### src/rtl/pbus_wr_pkg.sv
package pbus_wr_pkg;

    typedef enum logic [1:0] {
        PH_IDLE  = 2'd0,
        PH_SETUP = 2'd1,
        PH_LOW   = 2'd2,
        PH_HOLD  = 2'd3
    } phase_e;

endpackage

### src/rtl/pbus_cycle_counter.sv
// Saturating count of cycles spent in the current phase; restarts on clear.
module pbus_cycle_counter #(
    parameter int W = 2
) (
    input  logic         clk,
    input  logic         rst,
    input  logic         clear,
    output logic [W-1:0] count
);

    logic [W-1:0] count_d;
    logic [W-1:0] count_q;

    always_comb begin
        count_d = count_q;
        if (clear) begin
            count_d = '0;
        end else if (count_q != {W{1'b1}}) begin
            count_d = count_q + 1'b1;
        end
    end

    always_ff @(posedge clk) begin
        if (rst) begin
            count_q <= '0;
        end else begin
            count_q <= count_d;
        end
    end

    assign count = count_q;

endmodule

### src/rtl/pbus_high_tracker.sv
// Counts strobe-high cycles since the last low phase; flags when the
// current cycle completes the required minimum high time.
module pbus_high_tracker #(
    parameter int HIGH_CYC = 2
) (
    input  logic clk,
    input  logic rst,
    input  logic strobe_low,
    output logic spaced
);

    localparam int HW = $clog2(HIGH_CYC + 1);

    logic [HW-1:0] high_d;
    logic [HW-1:0] high_q;

    always_comb begin
        high_d = high_q;
        if (strobe_low) begin
            high_d = '0;
        end else if (high_q != HW'(HIGH_CYC)) begin
            high_d = high_q + 1'b1;
        end
    end

    always_ff @(posedge clk) begin
        if (rst) begin
            high_q <= HW'(HIGH_CYC);
        end else begin
            high_q <= high_d;
        end
    end

    assign spaced = (high_q >= HW'(HIGH_CYC - 1));

endmodule

### src/rtl/pbus_wr_engine.sv
module pbus_wr_engine #(
    parameter int SETUP_CYC = 1,
    parameter int LOW_CYC   = 2,
    parameter int HIGH_CYC  = 2,
    parameter int HOLD_CYC  = 1,
    parameter int BYTE_W    = 8
) (
    input  logic              clk,
    input  logic              rst,
    input  logic              req_valid,
    output logic              req_ready,
    input  logic [BYTE_W-1:0] req_data,
    input  logic              req_is_param,
    output logic              bus_cs_n,
    output logic              bus_wr_n,
    output logic              bus_rs,
    output logic [BYTE_W:0]   bus_d
);

    import pbus_wr_pkg::*;

    localparam int MAX_A = (SETUP_CYC > LOW_CYC) ? SETUP_CYC : LOW_CYC;
    localparam int MAX_L = (MAX_A > HOLD_CYC) ? MAX_A : HOLD_CYC;
    localparam int CW    = $clog2(MAX_L + 1);

    typedef struct packed {
        phase_e            ph;
        logic              rs;
        logic [BYTE_W-1:0] byte_v;
    } eng_s;

    eng_s          st_d;
    eng_s          st_q;
    logic [CW-1:0] cnt_q;
    logic          spaced;
    logic          phase_change;

    pbus_cycle_counter #(.W(CW)) u_cnt (
        .clk   (clk),
        .rst   (rst),
        .clear (phase_change),
        .count (cnt_q)
    );

    pbus_high_tracker #(.HIGH_CYC(HIGH_CYC)) u_high (
        .clk        (clk),
        .rst        (rst),
        .strobe_low (st_q.ph == PH_LOW),
        .spaced     (spaced)
    );

    always_comb begin
        st_d = st_q;
        unique case (st_q.ph)
            PH_IDLE: begin
                if (req_valid) begin
                    st_d.ph     = PH_SETUP;
                    st_d.rs     = req_is_param;
                    st_d.byte_v = req_data;
                end
            end
            PH_SETUP: begin
                if ((cnt_q >= CW'(SETUP_CYC - 1)) && spaced) begin
                    st_d.ph = PH_LOW;
                end
            end
            PH_LOW: begin
                if (cnt_q >= CW'(LOW_CYC - 1)) begin
                    st_d.ph = PH_HOLD;
                end
            end
            PH_HOLD: begin
                if (cnt_q >= CW'(HOLD_CYC - 1)) begin
                    st_d.ph = PH_IDLE;
                end
            end
            default: st_d.ph = PH_IDLE;
        endcase
    end

    assign phase_change = (st_d.ph != st_q.ph);

    always_ff @(posedge clk) begin
        if (rst) begin
            st_q.ph     <= PH_IDLE;
            st_q.rs     <= 1'b0;
            st_q.byte_v <= '0;
        end else begin
            st_q <= st_d;
        end
    end

    assign req_ready = (st_q.ph == PH_IDLE);
    assign bus_cs_n  = (st_q.ph == PH_IDLE);
    assign bus_wr_n  = (st_q.ph != PH_LOW);
    assign bus_rs    = st_q.rs;
    assign bus_d     = {st_q.byte_v, 1'b0};

endmodule

### config.mk
export PLATFORM = sky130hd
export DESIGN_NAME = pbus_wr_engine
export DESIGN_NICKNAME = d
export VERILOG_FILES = /design/src/rtl/pbus_wr_pkg.sv /design/src/rtl/pbus_cycle_counter.sv /design/src/rtl/pbus_high_tracker.sv /design/src/rtl/pbus_wr_engine.sv
export SDC_FILE = /design/constraint.sdc
export NUM_CORES = 1
export LEC_CHECK = 0
export BUFFER_PORTS_ARGS = -buffer_cell sky130_fd_sc_hd__clkbuf_2
export CAP_MARGIN = 20
export CORE_UTILIZATION = 35
export CTS_BUF_LIST = sky130_fd_sc_hd__clkbuf_2
export DETAILED_ROUTE_END_ITERATION = 7
export SYNTH_ARGS = -nofsm -noshare
export SYNTH_HDL_FRONTEND = slang
export SYNTH_SLANG_ARGS = --single-unit
### constraint.sdc
create_clock -name clk -period 2.25 [get_ports clk]
set_input_delay 0.45 -clock clk [delete_from_list [all_inputs] [get_ports clk]]
set_output_delay 0.45 -clock clk [all_outputs]
set_load 0.005 [all_outputs]
==> qor.csv <==
metric,value,unit
ant diodes,0,
Layout Nets,104,
Final GP Congestion,0.655,
reg2reg end,bus_rs,
fmax,0.662,GHz
vias in the first global route,396,
mux cell area share after synthesis,0.144,
#FFs+latches synth,15,
"wirelength, routed",1030,µm
ys async rst share,0,
Max Clock Skew,1.82,ps
H-tree levels,1,
post-synthesis compound-gate area fraction,0.0578,
fin crit share,0.671,
RSZ-0062 raised after global routing,no,
"Endpoint, Worst Hold",bus_d[2],
largest family of logic cells by synthesized area,simple AND/OR/NAND/NOR gates,
mapped cell area,693,µm²
Adder-Cell Fraction of Synth Area,0.0361,
HPWL after DPL,808,µm
"top cells by count, synth","dfxtp_1, nor2_1, buf_4, mux2i_1, a21oi_1",
CTS clock-pin slew for the worst setup and hold paths,140,ps
Fin. Hold Viols,0,
shortest period the worst path allows,1510,ps
Yosys top cell area share,0.433,
vias per std cell,4.25,
Yosys cell types,20,
Main synth FF type,dfxtp_1,
Static Leak,0.377,nW
post-synthesis simple-gate area fraction,0.157,
final core utilization,0.436,
Mapped Cells,73,
critical path endpoint category,output pin,
syn_area_per_cell,9.50,µm²
Final TNS setup,0,ps
r2r setup slk,1110,ps
synth-to-layout area growth,12.1,%
Clock Path Buffers,2,
most common cell in the netlist,dfxtp_1,
status,"complete, no violations",
Crit Path Max Fanout,6,
TritonRoute pass-1 iters,4,
crit path DAT,1060,ps
overall global routing resource usage,0.113,
synth warn,0,
Reg2Reg Depth,4,
startpoint types,flip-flop,
starting density of the core,0.389,
syn nets,87,
Tightest Hold Check Type,input port to flip-flop,
Core Area,1780,µm²
Max Slew Vio Count,0,
worst hold path depth,3,
first-pass GRT wire length,1670,µm
Clock Latency Late Sink,270,ps
pin count of the biggest net entering global routing,15,
WL per Instance,9.07,µm
Root Driver,clkbuf_2,
Horiz. Die Dim,46.5,µm
Hold Slack,398,ps
"Remaining Overflow, GRT",0,
Post-Synth XOR/XNOR Area,0.0253,
count of final setup violators,0,
pwr/cell area,708,nW/µm²
layout cells sized above 1,0.337,
Cell Rows,15,
Reg-to-Reg Start,st_q[9],
VDD IR max,0.000300,V
Die H,46.5,µm
largest area contributor in the netlist,dfxtp_1,
hold_sp,req_data[1],
CTS tree,yes,
cts hold-fix bufs,0,
die area,2160,µm²
initial antenna violation count,0,
Port Buffers,23,
max cap viols,0,
worst endpoint required time,1800,ps
synth top area cells,"dfxtp_1, mux2i_1, buf_4",
Remaining DRCs,0,
Fillers,189,
DR iter-0 viols,3,
critical path type,flip-flop to output pin,
Sink Count,15,
post-CTS sizing,0,
IO Count,25,
Routed Antenna Nets,0,
register area share after synthesis,0.433,
Post-synth EDFFs,0,
vias,485,
setup repair bufs after CTS,0,
CTS Buf Count,3,
worst max path at each step:
stage	startpoint	end	slack, ps
4_1_cts	st_q[9]	bus_wr_n	710
5_1_grt	st_q[9]	bus_wr_n	630
2_1_floorplan	req_valid	bus_d[1]	1140
6_report	st_q[9]	bus_wr_n	740
3_5_place_dp	req_valid	bus_d[1]	960
3_3_place_gp	req_valid	bus_d[6]	980
registers in the layout (all words and copies together) (netlist names):
name           flops
u_cnt.count        2
bus_d              8
bus_rs             1
u_high.high_q      2
st_q               2
cell families after synthesis:
logic type | count (synthesis)
adders and majority gates | 2
AOI/OAI and AO/OA | 7
DFF | 15
and+or+nand+nor | 22
buffers and inverters | 14
xor gates and xnor gates | 2
other | 1
muxes | 10
where the power goes:
group,switching (mW),internal (mW)
clock network,0.0834,0.0402
registers,0.0210,0.292
logic,0.0512,0.0625
placed cells by master (no fill, tap or decap), types with 2 or more instances in the layout:
cell,netlist,layout
clkbuf_2,0,26
mux2i_1,10,10
nand2_1,2,2
dfxtp_1,15,15
nor2_1,12,12
ha_1,2,2
inv_1,2,2
a21oi_1,4,4
a21o_1,2,2
nand2b_1,3,3
xor2_1,2,2
per-layer routing:
metal  vias to the layer above  global-route usage  share of wire
met3                         2              0.0353          0.040
met4                         0              0.0882         0.0097
met5                         -                   0              0
met1                       210               0.144           0.48
li1                        262                   -              -
met2                        11               0.156           0.47
per-stage QoR:
| step | setup slack (ps) | power, mW | std cells | instance area, µm² |
|---|---|---|---|---|
| 2_1_floorplan | 1140 | 0.414 | 73 | 693 |
| 3_3_place_gp | 982 | 0.433 | 110 | 757 |
| 3_5_place_dp | 957 | 0.435 | 110 | 757 |
| 4_1_cts | 710 | 0.564 | 114 | 777 |
| 5_1_grt | 632 | 0.592 | 114 | 777 |
| 6_report | 740 | 0.550 | 114 | 777 |
critical path, stage by stage (launching register included):
cell and delay [ps]:
dfxtp_1 440, nand2b_1 200, clkbuf_2 140
layout make-up:
| class | count | area (µm²) | share of cell area |
|---|---|---|---|
| Clock buffer | 3 | 15.0 | 0.0193 |
| Clock inverter | 1 | 5.00 | 0.00644 |
| Inverter | 2 | 7.51 | 0.00966 |
| Multi-Input combinational cell | 44 | 295 | 0.380 |
| Sequential cell | 15 | 300 | 0.386 |
| Tap cell | 25 | 31.3 | 0.0403 |
| Timing Repair Buffer | 24 | 123 | 0.158 |
Note: power is estimated with default switching activity, not from simulation.
